<file path="src/rtl/cohfwd_pkg.sv">
package cohfwd_pkg;

   localparam logic [1:0] KIND_INVAL = 2'd0;
   localparam logic [1:0] KIND_DOWN  = 2'd1;
   localparam logic [1:0] KIND_WRBK  = 2'd2;
   localparam logic [1:0] KIND_XFER  = 2'd3;

   localparam logic [1:0] UST_ACK  = 2'd0;
   localparam logic [1:0] UST_DATA = 2'd1;
   localparam logic [1:0] UST_NACK = 2'd2;

   localparam logic [1:0] DCODE_ACK  = 2'd0;
   localparam logic [1:0] DCODE_COPY = 2'd1;
   localparam logic [1:0] DCODE_NACK = 2'd2;

   typedef enum logic [1:0] {
      ST_IDLE = 2'd0,
      ST_FWD  = 2'd1,
      ST_WAIT = 2'd2,
      ST_RESP = 2'd3
   } seq_state_e;

endpackage

</file>
<file path="src/rtl/cohfwd_pend_bits.sv">
module cohfwd_pend_bits #(
   parameter int SETS  = 16,
   parameter int WAYS  = 4,
   parameter int NRD   = 3,
   localparam int SET_W = $clog2(SETS),
   localparam int WAY_W = $clog2(WAYS)
) (
   input  logic                 clk,
   input  logic                 rst_n,
   input  logic                 set_en,
   input  logic [SET_W-1:0]     set_idx,
   input  logic [WAY_W-1:0]     set_way,
   input  logic                 clr_en,
   input  logic [SET_W-1:0]     clr_idx,
   input  logic [WAY_W-1:0]     clr_way,
   input  logic [NRD*SET_W-1:0] rd_set,
   input  logic [NRD*WAY_W-1:0] rd_way,
   output logic [NRD-1:0]       rd_bit
);

   logic [WAYS-1:0] bits [SETS];

   genvar gs;
   generate
      for (gs = 0; gs < SETS; gs++) begin : g_set
         always_ff @(posedge clk) begin
            if (!rst_n) begin
               bits[gs] <= '0;
            end else begin
               for (int w = 0; w < WAYS; w++) begin
                  if (set_en && (set_idx == SET_W'(gs)) && (set_way == WAY_W'(w)))
                     bits[gs][w] <= 1'b1;
                  else if (clr_en && (clr_idx == SET_W'(gs)) && (clr_way == WAY_W'(w)))
                     bits[gs][w] <= 1'b0;
               end
            end
         end
      end
   endgenerate

   genvar gr;
   generate
      for (gr = 0; gr < NRD; gr++) begin : g_rd
         assign rd_bit[gr] = bits[rd_set[gr*SET_W +: SET_W]][rd_way[gr*WAY_W +: WAY_W]];
      end
   endgenerate

endmodule

</file>
<file path="src/rtl/cohfwd_hold.sv">
module cohfwd_hold #(
   parameter int W = 8
) (
   input  logic         clk,
   input  logic         rst_n,
   input  logic         load,
   input  logic [W-1:0] load_data,
   input  logic         ready,
   output logic         valid,
   output logic [W-1:0] data
);

   always_ff @(posedge clk) begin
      if (!rst_n) begin
         valid <= 1'b0;
         data  <= '0;
      end else if (load) begin
         valid <= 1'b1;
         data  <= load_data;
      end else if (valid && ready) begin
         valid <= 1'b0;
      end
   end

endmodule

</file>
<file path="src/rtl/cohfwd_seq.sv">
module cohfwd_seq
   import cohfwd_pkg::*;
#(
   parameter int SET_W  = 4,
   parameter int WAY_W  = 2,
   parameter int NODE_W = 4,
   parameter int DATA_W = 32
) (
   input  logic              clk,
   input  logic              rst_n,
   input  logic              coh_fire,
   input  logic [1:0]        coh_kind,
   input  logic [SET_W-1:0]  coh_set,
   input  logic [WAY_W-1:0]  coh_way,
   input  logic [NODE_W-1:0] coh_node,
   input  logic              up_ready,
   input  logic              upr_valid,
   input  logic [1:0]        upr_status,
   input  logic [DATA_W-1:0] upr_data,
   input  logic              dir_busy,
   input  logic              req_busy,
   output logic              idle,
   output logic              up_valid,
   output logic [1:0]        cur_kind,
   output logic [SET_W-1:0]  cur_set,
   output logic [WAY_W-1:0]  cur_way,
   output logic [NODE_W-1:0] cur_node,
   output logic              done,
   output logic [1:0]        done_code,
   output logic [DATA_W-1:0] done_data,
   output logic              done_req
);

   seq_state_e st, st_nx;
   logic       absorb;
   logic       got_reply;

   assign got_reply = (st == ST_WAIT) && upr_valid;
   assign absorb    = (cur_kind == KIND_WRBK) && (upr_status == UST_NACK);
   assign done      = got_reply && !absorb;
   assign done_req  = (cur_kind == KIND_XFER) && (upr_status == UST_DATA);
   assign done_data = (upr_status == UST_DATA) ? upr_data : '0;

   always_comb begin
      case (upr_status)
         UST_DATA: done_code = DCODE_COPY;
         UST_NACK: done_code = DCODE_NACK;
         default:  done_code = DCODE_ACK;
      endcase
   end

   always_comb begin
      st_nx = st;
      case (st)
         ST_IDLE: if (coh_fire)              st_nx = ST_FWD;
         ST_FWD:  if (up_ready)              st_nx = ST_WAIT;
         ST_WAIT: if (done)                  st_nx = ST_RESP;
         ST_RESP: if (!dir_busy && !req_busy) st_nx = ST_IDLE;
         default:                            st_nx = ST_IDLE;
      endcase
   end

   always_ff @(posedge clk) begin
      if (!rst_n) begin
         st       <= ST_IDLE;
         cur_kind <= '0;
         cur_set  <= '0;
         cur_way  <= '0;
         cur_node <= '0;
      end else begin
         st <= st_nx;
         if (coh_fire) begin
            cur_kind <= coh_kind;
            cur_set  <= coh_set;
            cur_way  <= coh_way;
            cur_node <= coh_node;
         end
      end
   end

   assign idle     = (st == ST_IDLE);
   assign up_valid = (st == ST_FWD);

endmodule

</file>
<file path="src/rtl/cohfwd_ctrl.sv">
module cohfwd_ctrl #(
   parameter int SETS   = 16,
   parameter int WAYS   = 4,
   parameter int NODE_W = 4,
   parameter int DATA_W = 32,
   localparam int SET_W = $clog2(SETS),
   localparam int WAY_W = $clog2(WAYS)
) (
   input  logic              clk,
   input  logic              rst_n,
   input  logic              coh_valid,
   output logic              coh_ready,
   input  logic [1:0]        coh_kind,
   input  logic [SET_W-1:0]  coh_set,
   input  logic [WAY_W-1:0]  coh_way,
   input  logic [NODE_W-1:0] coh_node,
   output logic              up_valid,
   input  logic              up_ready,
   output logic [1:0]        up_kind,
   output logic [SET_W-1:0]  up_set,
   output logic [WAY_W-1:0]  up_way,
   input  logic              upr_valid,
   input  logic [1:0]        upr_status,
   input  logic [DATA_W-1:0] upr_data,
   output logic              dir_valid,
   input  logic              dir_ready,
   output logic [1:0]        dir_code,
   output logic [SET_W-1:0]  dir_set,
   output logic [WAY_W-1:0]  dir_way,
   output logic [DATA_W-1:0] dir_data,
   output logic              req_valid,
   input  logic              req_ready,
   output logic [NODE_W-1:0] req_node,
   output logic [DATA_W-1:0] req_data,
   input  logic [SET_W-1:0]  lk_set,
   input  logic [WAY_W-1:0]  lk_way,
   output logic              lk_pending
);

   localparam int NRD    = 3;
   localparam int DIR_W  = 2 + SET_W + WAY_W + DATA_W;
   localparam int REQ_W  = NODE_W + DATA_W;

   generate
      if (SETS < 2 || (SETS & (SETS - 1)) != 0) begin : g_bad_sets
         $error("cohfwd_ctrl: SETS must be a power of two of at least 2");
      end
      if (WAYS < 2 || (WAYS & (WAYS - 1)) != 0) begin : g_bad_ways
         $error("cohfwd_ctrl: WAYS must be a power of two of at least 2");
      end
      if (NODE_W < 1 || DATA_W < 1) begin : g_bad_widths
         $error("cohfwd_ctrl: NODE_W and DATA_W must be positive");
      end
   endgenerate

   logic              idle;
   logic              coh_fire;
   logic [1:0]        cur_kind;
   logic [SET_W-1:0]  cur_set;
   logic [WAY_W-1:0]  cur_way;
   logic [NODE_W-1:0] cur_node;
   logic              done;
   logic [1:0]        done_code;
   logic [DATA_W-1:0] done_data;
   logic              done_req;
   logic [NRD-1:0]    pend_rd;
   logic              cur_pend;
   logic              in_pend;
   logic [DIR_W-1:0]  dir_word;
   logic [REQ_W-1:0]  req_word;

   assign in_pend   = pend_rd[1];
   assign cur_pend  = pend_rd[2];
   assign coh_ready = idle && !in_pend;
   assign coh_fire  = coh_valid && coh_ready;

   cohfwd_pend_bits #(
      .SETS (SETS),
      .WAYS (WAYS),
      .NRD  (NRD)
   ) u_pend (
      .clk     (clk),
      .rst_n   (rst_n),
      .set_en  (coh_fire),
      .set_idx (coh_set),
      .set_way (coh_way),
      .clr_en  (done),
      .clr_idx (cur_set),
      .clr_way (cur_way),
      .rd_set  ({cur_set, coh_set, lk_set}),
      .rd_way  ({cur_way, coh_way, lk_way}),
      .rd_bit  (pend_rd)
   );

   assign lk_pending = pend_rd[0];

   cohfwd_seq #(
      .SET_W  (SET_W),
      .WAY_W  (WAY_W),
      .NODE_W (NODE_W),
      .DATA_W (DATA_W)
   ) u_seq (
      .clk        (clk),
      .rst_n      (rst_n),
      .coh_fire   (coh_fire),
      .coh_kind   (coh_kind),
      .coh_set    (coh_set),
      .coh_way    (coh_way),
      .coh_node   (coh_node),
      .up_ready   (up_ready),
      .upr_valid  (upr_valid),
      .upr_status (upr_status),
      .upr_data   (upr_data),
      .dir_busy   (dir_valid),
      .req_busy   (req_valid),
      .idle       (idle),
      .up_valid   (up_valid),
      .cur_kind   (cur_kind),
      .cur_set    (cur_set),
      .cur_way    (cur_way),
      .cur_node   (cur_node),
      .done       (done),
      .done_code  (done_code),
      .done_data  (done_data),
      .done_req   (done_req)
   );

   assign up_kind = cur_kind;
   assign up_set  = cur_set;
   assign up_way  = cur_way;

   cohfwd_hold #(.W(DIR_W)) u_dir_hold (
      .clk       (clk),
      .rst_n     (rst_n),
      .load      (done),
      .load_data ({done_code, cur_set, cur_way, done_data}),
      .ready     (dir_ready),
      .valid     (dir_valid),
      .data      (dir_word)
   );

   assign {dir_code, dir_set, dir_way, dir_data} = dir_word;

   cohfwd_hold #(.W(REQ_W)) u_req_hold (
      .clk       (clk),
      .rst_n     (rst_n),
      .load      (done && done_req),
      .load_data ({cur_node, upr_data}),
      .ready     (req_ready),
      .valid     (req_valid),
      .data      (req_word)
   );

   assign {req_node, req_data} = req_word;

endmodule

</file>
<file path="config.mk">
export PLATFORM = sky130hd
export DESIGN_NAME = cohfwd_ctrl
export DESIGN_NICKNAME = d
export VERILOG_FILES = /design/src/rtl/cohfwd_pkg.sv /design/src/rtl/cohfwd_pend_bits.sv /design/src/rtl/cohfwd_hold.sv /design/src/rtl/cohfwd_seq.sv /design/src/rtl/cohfwd_ctrl.sv
export SDC_FILE = /design/constraint.sdc
export NUM_CORES = 1
export LEC_CHECK = 0
export ABC_AREA = 1
export BUFFER_PORTS_ARGS = -buffer_cell sky130_fd_sc_hd__buf_2
export CORE_ASPECT_RATIO = 1.4
export CORE_MARGIN = 4
export CORE_UTILIZATION = 35
export CTS_BUF_LIST = sky130_fd_sc_hd__clkbuf_8
export CTS_CLUSTER_SIZE = 24
export DETAILED_ROUTE_END_ITERATION = 10
export PLACE_DENSITY = 0.58
export REMOVE_ABC_BUFFERS = 1
export SLEW_MARGIN = 20
export SYNTH_ARGS = -nofsm -noshare
export SYNTH_HDL_FRONTEND = slang
export SYNTH_SLANG_ARGS = --single-unit
</file>
<file path="constraint.sdc">
create_clock -name clk -period 3.2 [get_ports clk]
set_clock_uncertainty 0.1 [all_clocks]
set_input_delay 0.16 -clock clk [delete_from_list [all_inputs] [get_ports clk]]
set_output_delay 0.16 -clock clk [all_outputs]
set_load 0.01 [all_outputs]
</file>
Yosys cells after proc, flatten, opt, wreduce, memory -nomap -nowiden
Memory sizes are Yosys's and may differ from the RTL's.
Index checks and enable logic that the tools add are counted.
{ "op_classes": {"bitwise_logic": 128, "order_cmp": 2, "n_shift": 0, "mux": 592, "eq_ne": 47, "n_reduce_logical": 182, "n_addsub": 0, "mul": 0, "div_mod_pow": 0} }
{ "ops": {"columns": ["op", "count"], "rows": [
  ["1-bit two-way mux", 583],
  ["1-bit logical AND", 170],
  ["1-bit OR", 128],
  ["4-bit == test, second input constant", 16],
  ["4-bit by 3-bit == test with 1-bit output, second input constant", 8],
  ["32-bit two-way mux", 1],
  ["2-bit == test, second input constant", 9],
  ["4-bit by 2-bit == test with 1-bit output, second input constant", 4],
  ["2-bit by 1-bit == test with 1-bit output, second input constant", 4],
  ["4-bit by 1-bit == test with 1-bit output, second input constant", 2],
  ["4-bit logical NOT", 2],
  ["2-bit two-way mux", 4],
  ["2-bit case mux with 4 select lines", 1],
  ["2-bit logical NOT", 3],
  ["2-bit by 3-bit less-than comparator with 1-bit output, second input constant", 2],
  ["2-bit by 1-bit inequality test with 1-bit output, second input constant", 3],
  ["1-bit binary-select mux with 2-bit select", 2],
  ["1-bit logical NOT", 4],
  ["2-bit case mux with 2 select lines", 1],
  ["4-bit AND reduction", 1],
  ["2-bit nonzero test", 2],
  ["2-bit inequality test, second input constant", 1]
]} }
{ "totals": {"wordCells": 961, "rom_bits": 0, "mem_count": 1, "ram_bits": 64, "latchBits": 0, "input_bits": 59, "out_inout_bits": 89, "register_bits": 92} }
{ "mem_list": {"columns": ["name", "depth", "word_bits", "read_ports", "rd_ports_with_merged_regs", "wr", "line_no", "source"], "rows": [
  ["u_pend.bits", 16, 4, 2, 0, 16, "cohfwd_pend_bits.sv:21", "logic [WAYS-1:0] bits [SETS];"]
]} }

Depth between registers and ports, before layout
Gate-level depths: netlist of run 1.
An unclocked memory read counts as a cell.
{ "logic_depth": {"ltp_word": 13, "mapped_depth": 18, "depth_no_buf": 15} }

Modules after synthesis
Synthesis of run 1 repeated with hierarchy kept, for this count alone.
{ "unflattened": {"cells_unflattened": 1372, "hier_area_um2": 9218.8} }
{ "by_module_without_submodules": {"columns": ["module", "seq_area_each_um2", "cells_each", "area_per_inst_um2", "instances"], "rows": [
  ["cohfwd_pend_bits", 1921.8, 870, 5479.0, 1],
  ["cohfwd_hold at u_dir_hold", 820.8, 178, 1430.1, 1],
  ["cohfwd_hold at u_req_hold", 740.7, 161, 1362.6, 1],
  ["cohfwd_seq", 280.3, 156, 915.9, 1],
  ["cohfwd_ctrl", 0.0, 7, 31.3, 1]
]} }

Worst setup path after synthesis of run 1
Ideal clock, no wire load.
{ "synth_path": {"kind": "register to register", "startpoint": "register u_seq.st[0]", "endpoint": "memory u_pend.bits[4][1], enable pin", "arrival_time_ns": 1.885, "slack_ns": 0.924, "path_buffers": 0, "synth_period_minus_slack_ns": 2.276, "required_time_ns": 2.808, "stages_incl_launch_ff": 11, "setup_ns": 0.292, "cell_sequence": "dfxtp_1 inv_1 ha_1 nand2_1 a31oi_1 clkinv_1 nor2_1 nand2_1 nor2_1 a21oi_1 nand2_1"} }
{ "synth_lines": {"columns": ["element", "line_no", "source"], "rows": [
  ["start: declaration", "cohfwd_seq.sv:34", "seq_state_e st, st_nx;"],
  ["start signal: assignment", "cohfwd_seq.sv:71", "st <= st_nx;"],
  ["end: declaration", "cohfwd_pend_bits.sv:21", null]
]} }

==> metrics.txt, run 1 <==
Clock Power Share=0.327; Hold Fails Final Rpt=0; RSZ-0062 raised after global routing=false; Syn Inst Count=between 1000 and 1500; pre-CTS setup slack=0.583 ns; Crit path top cell by count=nand2_1; Syn. warnings=0; sequential element share of the synthesized area=0.474; multi-input logic area=0.00357 mm^2; worst min path class=primary input to flip-flop; DRC=0; Startpoint Class=primary input; WL/cell=between 15 and 20 um; via count=7988; largest net degree at the start of global routing=66; Leakage=between 4 and 5 nW; fill count=2311; Ports=148; post-CTS setup buffers=0; most frequent cells in the layout=nand2_1, nor2_1, buf_2; Die Wd=between 100 and 150 um; critical path cell sequence=dlygate4sd3_1 > buf_2 > inv_1 > nor2_1 > buf_4 > nand2_1 > nand2_1 > o21ai_1 > nand2_1 > nor2_2 > nand3_4 > nor2_4 > nand3_1 > nand2_1; maximum clock path buffer count=2; Rel. slew slack=0.525; Buf/Inv on CP=4; WP data required=roughly 3.3 ns; vias in the first global route=roughly 7700; Initial Utilization=0.354; first-pass GRT wire length=41800 um; Max Slew Vio Count=0; Placed Cells=about 1500; drt pass-1 iters=7; antenna viol nets, final=0; synth-to-layout area growth=23.7%; CP Capture Type=flip-flop; Final nets=~1300; Worst Max-Slew Pin Slew=a little over 0.7 ns; Synth Area per Inst=around 7.3 um^2; HPWL after DPL=around 18000 um; Sw Pwr=approximately 0.0015 W; commonest non-fill, non-tap cell in the layout=nand2_1; RePlAce Congestion=0.837; pwr/cell area=about 500 mW/mm^2; TritonCTS buffer count=17; cts repair resizes=0; Setup CP Type=primary input to flip-flop; initial antenna violation count=0; Worst VDD drop=approximately 400 uV; Placed Area=around 0.009 mm^2; Die H=186 um; fmax=386 MHz; WL final=~26000 um; Comb pwr share=0.213; switch share=0.313; ant diodes=0; Vias/cell=5.09; CP max stage delay=about 0.54 ns; die area=~0.025 mm^2; sequential cell area=0.00376 mm^2; period utilisation layout=0.809; H-tree levels=4; post-layout min period=~2.6 ns; GRT Util Overall=0.207; Sequential Power Share=0.461; worst-path fanout max=20; Max-cap violations=0; clock-pin slew on the worst setup and hold paths=~0.08 ns; share of post-route cells with drive strength above 1=0.169; crit path DAT=~2.7 ns; post-synth cell types=28; cell internal pwr=between 0.003 and 0.004 W; post-route non-filler standard cell count=between 1500 and 2000; CORE AREA=0.0224 mm^2; CTS tree=built; synthesized area=0.00795 mm^2; clock sink count=between 150 and 200; Port Buffers=approximately 150; Design Area, Final=0.00983 mm^2; Top delay family on crit path=simple AND/OR/NAND/NOR gates; Root Buffer=clkbuf_8; cts hold-fix bufs=47; Iter 0 DRT Violations=a little over 600; status=completed; Site Rows=between 60 and 70; final setup violating endpoints=0; CP max stage cell=dlygate4sd3_1; Final WS setup=0.610 ns; Skew-Pair Late Insertion Delay=between 0.4 and 0.5 ns; flops & latches, synth=about 160; total grt overflow=0
==> stage by stage <==
step           total power [W]  hold slack (ns)  TNS, ns   util
2_1_floorplan          0.00286            0.181   -28.52      -
3_3_place_gp           0.00330            0.312        0  0.398
3_5_place_dp           0.00331            0.315        0  0.398
4_1_cts                0.00495           0.0658        0  0.438
5_1_grt                0.00517            0.130        0  0.438
6_report               0.00491           0.0887        0  0.438
==> layer usage <==
metal / vias up / wire length, um / GRT usage
met2: 297 / 12700 / 0.351
li1: 3960 / - / -
met1: 3700 / 10700 / 0.258
met3: 31 / 1800 / 0.0480
met4: 0 / 686 / 0.0725
met5: - / 0 / 0
==> power groups by stage <==
stage / sequential, W / clock (W) / combinational, W
floorplan: 0.00231 / 0 / 0.000549
global placement: 0.00231 / 0 / 0.000996
detailed placement: 0.00231 / 0 / 0.000999
CTS: 0.00226 / 0.00164 / 0.00105
global route: 0.00228 / 0.00172 / 0.00117
finish: 0.00226 / 0.00161 / 0.00104
==> flip-flops by register name, indices dropped and copies added (netlist names) <==
register	cells
u_dir_hold.valid	1
u_seq.cur_way	2
u_req_hold.valid	1
u_seq.cur_set	4
u_seq.cur_node	4
u_dir_hold.data	40
u_pend.bits	64
u_seq.cur_kind	2
u_seq.st	2
u_req_hold.data	36
==> layout make-up <==
cell class	count	share of cell area
inverters	72	0.0277
repair buffers	220	0.145
clock inverters	13	0.0177
flip-flops and latches	156	0.383
multi-input cells	790	0.363
clock buffers	18	0.0252
well taps	301	0.0383
==> tightest hold or removal path: cells and delay by family <==
kind | cells | cell delay [ns]
buffers and inverters | 2 | 0.17
AOI/OAI and AO/OA | 1 | 0.16
and+or+nand+nor | 2 | 0.11
==> Yosys cell counts, drive strengths merged <==
master,number,area share
a211oi,1,0.00094
a21oi,144,0.091
a31oi,1,0.00079
buf,15,0.014
clkbuf,63,0.030
clkinv,3,0.0014
dfxtp,92,0.23
edfxtp,64,0.24
ha,4,0.0063
inv,69,0.033
nand2,254,0.12
nand3,98,0.063
nand4,8,0.0063
nor2,159,0.080
nor3,1,0.00063
o211ai,2,0.0019
o21ai,97,0.061
o221ai,2,0.0022
o22ai,18,0.014
o31ai,1,0.00094
==> path summary, 6_finish.rpt <==
kind / depth (start not counted) / endpoint / slack [ns] / startpoint
setup / recovery: 14 / u_pend.bits[1][3]$_SDFFCE_PP0P_ / 0.61 / coh_set[2]
setup reg to reg: 11 / u_req_hold.data[10]$_SDFFE_PN0P_ / 0.67 / u_seq.st[0]$_SDFFE_PN0P_
hold reg to reg: 2 / u_req_hold.data[30]$_SDFFE_PN0P_ / 0.34 / u_req_hold.data[30]$_SDFFE_PN0P_
hold / removal: 5 / u_dir_hold.data[39]$_SDFFE_PN0P_ / 0.09 / upr_status[1]
==> kinds of logic (layout without fill, tap and decap cells) <==
logic type               count (synthesis)  in the layout  synth area share
flip-flops                             156            156             0.474
buffers and inverters                  150            323            0.0778
adder cells (fa/ha/maj)                  4              4           0.00630
AND/OR/NAND/NOR                        520            520             0.270
AO/OA/AOI/OAI                          266            266             0.173
Power figures use the tool's default switching activity.
==> run 2, diff against run 1 <==
--- a/config.mk
+++ b/config.mk
@@ -5,7 +5,7 @@
 export SDC_FILE = /design/constraint.sdc
 export NUM_CORES = 1
 export LEC_CHECK = 0
-export ABC_AREA = 1
+export ABC_AREA = 0
 export BUFFER_PORTS_ARGS = -buffer_cell sky130_fd_sc_hd__buf_2
 export CORE_ASPECT_RATIO = 1.4
 export CORE_MARGIN = 4
@@ -13,7 +13,7 @@
 export CTS_BUF_LIST = sky130_fd_sc_hd__clkbuf_8
 export CTS_CLUSTER_SIZE = 24
 export DETAILED_ROUTE_END_ITERATION = 10
-export PLACE_DENSITY = 0.58
+export PLACE_DENSITY = 0.6
 export REMOVE_ABC_BUFFERS = 1
 export SLEW_MARGIN = 20
 export SYNTH_ARGS = -nofsm -noshare
==> constraint.sdc (replaced) <==
create_clock -name clk -period 2.2 [get_ports clk]
set_clock_uncertainty 0.1 [all_clocks]
set_input_delay 0.11 -clock clk [delete_from_list [all_inputs] [get_ports clk]]
set_output_delay 0.11 -clock clk [all_outputs]
set_load 0.01 [all_outputs]
==> metrics.txt, run 2 <==
ys async rst share=0; top_reg_cell synth=dfxtp_1; Worst Max-Slew Pin Slew=about 0.57 ns; Placed Area=slightly above 0.009 mm^2; CP max stage delay=between 0.4 and 0.5 ns; Largest register FFs=between 60 and 70; Final nets=~1100; fill count=between 1500 and 2000; Root Buffer=clkbuf_8; Syn Inst Count=between 700 and 800; area leader, netlist=edfxtp_1; Final WS setup=-0.602 ns; antenna viol nets, final=0; Synth Area per Inst=between 10 and 15 um^2; RePlAce Congestion=approximately 0.86; ranking of synthesized cells by area=edfxtp_1, dfxtp_1, mux4_2; Post-synth EDFFs=64; total grt overflow=0; worst min path class=primary input to flip-flop; sequential element share of the synthesized area=0.485; most frequent cells in the layout=buf_2, nand2_1, dfxtp_1; Design Area, Final=roughly 0.012 mm^2; Final Core Density=0.529; first-pass GRT wire length=about 40000 um; status=finished, violations left; initial antenna violation count=1; worst-path fanout max=8; Largest Register=u_pend.bits; drt pass-1 iters=5; TritonCTS buffer count=17; post-synth top area share=0.248; Max-cap violations=0; Syn. warnings=0; most frequent cell after synthesis=nand2_1; final setup violating endpoints=about 140; clock sink count=156; ranking of synthesized cells by instance count=nand2_1, dfxtp_1, nor2_1, edfxtp_1, o221ai_1; Rel. slew slack=0.621; total power=0.00742 W; synth-to-layout area growth=49.1%; H-tree levels=4; Iter 0 DRT Violations=between 500 and 600; Startpoint Class=flip-flop; Top delay family on crit path=simple AND/OR/NAND/NOR gates; Die H=around 180 um; maximum clock path buffer count=2; ant diodes=0; Die Wd=~130 um; Worst VDD drop=443 uV; WP data required=between 2 and 2.5 ns; largest net degree at the start of global routing=48; Site Rows=64; GRT Util Overall=0.206; HPWL after DPL=17100 um; die area=between 0.02 and 0.025 mm^2; Max Slew Vio Count=0; vias in the first global route=7289; Skew-Pair Late Insertion Delay=0.46 ns; flops & latches, synth=156; Buf/Inv on CP=3; commonest non-fill, non-tap cell in the layout=buf_2; post-synth cell types=39; Vias/cell=5.58; fmax=roughly 360 MHz; synthesized area=0.00776 mm^2; pre-CTS setup slack=-0.610 ns; Port Buffers=between 100 and 150; period utilisation layout=1.27; CP Capture Type=flip-flop; CTS tree=built; share of post-route cells with drive strength above 1=0.437; via count=approximately 7300; CP max stage cell=mux4_2; Ports=around 150; RSZ-0062 raised after global routing=true; Leakage=between 4 and 5 nW; crit path DAT=2.87 ns; failing checks=negative setup slack; CORE AREA=between 0.02 and 0.025 mm^2; pwr/cell area=between 600 and 700 mW/mm^2; critical path cell sequence=mux4_2 > a22oi_2 > nor3_2 > nor4_4 > buf_4 > nand4_1 > buf_6 > clkbuf_16 > o221ai_1; register-to-register setup slack=-0.60 ns; Regs by FF count=u_pend.bits (64), u_dir_hold.data (40), u_req_hold.data (36); clock-pin slew on the worst setup and hold paths=0.10 ns; Setup CP Type=flip-flop to flip-flop; DRC=0; Hold Fails Final Rpt=0; WL final=27000 um; WL/cell=20.8 um; Initial Utilization=0.355; post-layout min period=roughly 2.8 ns
-- run 2: final timing paths --
path,depth (start not counted),endpoint,from
hold / removal,3,u_dir_hold.data[39]$_SDFFE_PN0P_,upr_status[1]
setup / recovery,9,u_pend.bits[10][1]$_SDFFCE_PP0P_,u_pend.bits[1][0]$_SDFFCE_PP0P_
hold reg to reg,2,u_req_hold.data[25]$_SDFFE_PN0P_,u_req_hold.data[25]$_SDFFE_PN0P_
setup reg to reg,9,u_pend.bits[10][1]$_SDFFCE_PP0P_,u_pend.bits[1][0]$_SDFFCE_PP0P_
-- run 2: layer usage --
layer / routed length, um / up-vias / global-route usage
met5: 12 / - / 0
met4: 905 / 2 / 0.0848
met3: 2060 / 66 / 0.0579
met2: 13700 / 348 / 0.354
met1: 10300 / 3564 / 0.243
li1: - / 3274 / -
-- run 2: worst reg2reg max path: cells and delay by family (launching register included) --
kind | cells | cell delay, ns
AND/OR/NAND/NOR | 3 | 0.53
buffers and inverters | 3 | 0.53
flip-flops | 1 | 0.45
AO/OA/AOI/OAI | 2 | 0.41
multiplexers | 1 | 0.49
-- run 2: power breakdown --
part           total [W]  switching (W)  internal (W)
registers        0.00324       0.000113       0.00313
logic            0.00191        0.00103      0.000881
clock network    0.00227        0.00111       0.00116
total            0.00742        0.00226       0.00517
-- run 2: layout make-up --
cell class	count	area, um^2	share of cell area
Clock buffer	22	303	0.0262
Clock inverter	10	110	0.00952
Inverter	7	26.3	0.00227
Multi-Input combinational cell	522	4660	0.403
Sequential cell	156	3760	0.325
Tap cell	297	372	0.0321
Timing Repair Buffer	286	2330	0.201
-- run 2: kinds of logic after synthesis --
logic type / count (synthesis) / synth area share
simple gates: 306 / 0.176
compound gates: 157 / 0.161
flops: 156 / 0.485
buf+inv: 84 / 0.0431
mux: 55 / 0.128
fa+ha+maj: 4 / 0.00645
-- run 2: stage by stage --
stage | std cells | setup TNS, ns | hold WS, ns
2_1_floorplan | 685 | -207.61 | 0.138
3_3_place_gp | 1183 | -51.51 | 0.258
3_5_place_dp | 1183 | -62.20 | 0.263
4_1_cts | 1288 | -57.23 | 0.0176
5_1_grt | 1300 | -74.91 | 0.0635
6_report | 1300 | -64.86 | 0.0718
-- run 2: timing repair --
action	CTS	global route
setup buffers	25	9
pin swaps	53	31
resized for setup	107	138
endpoints found under the hold margin	77	0
endpoints found under the setup margin	144	164
gates cloned	4	5
hold buffers	45	0
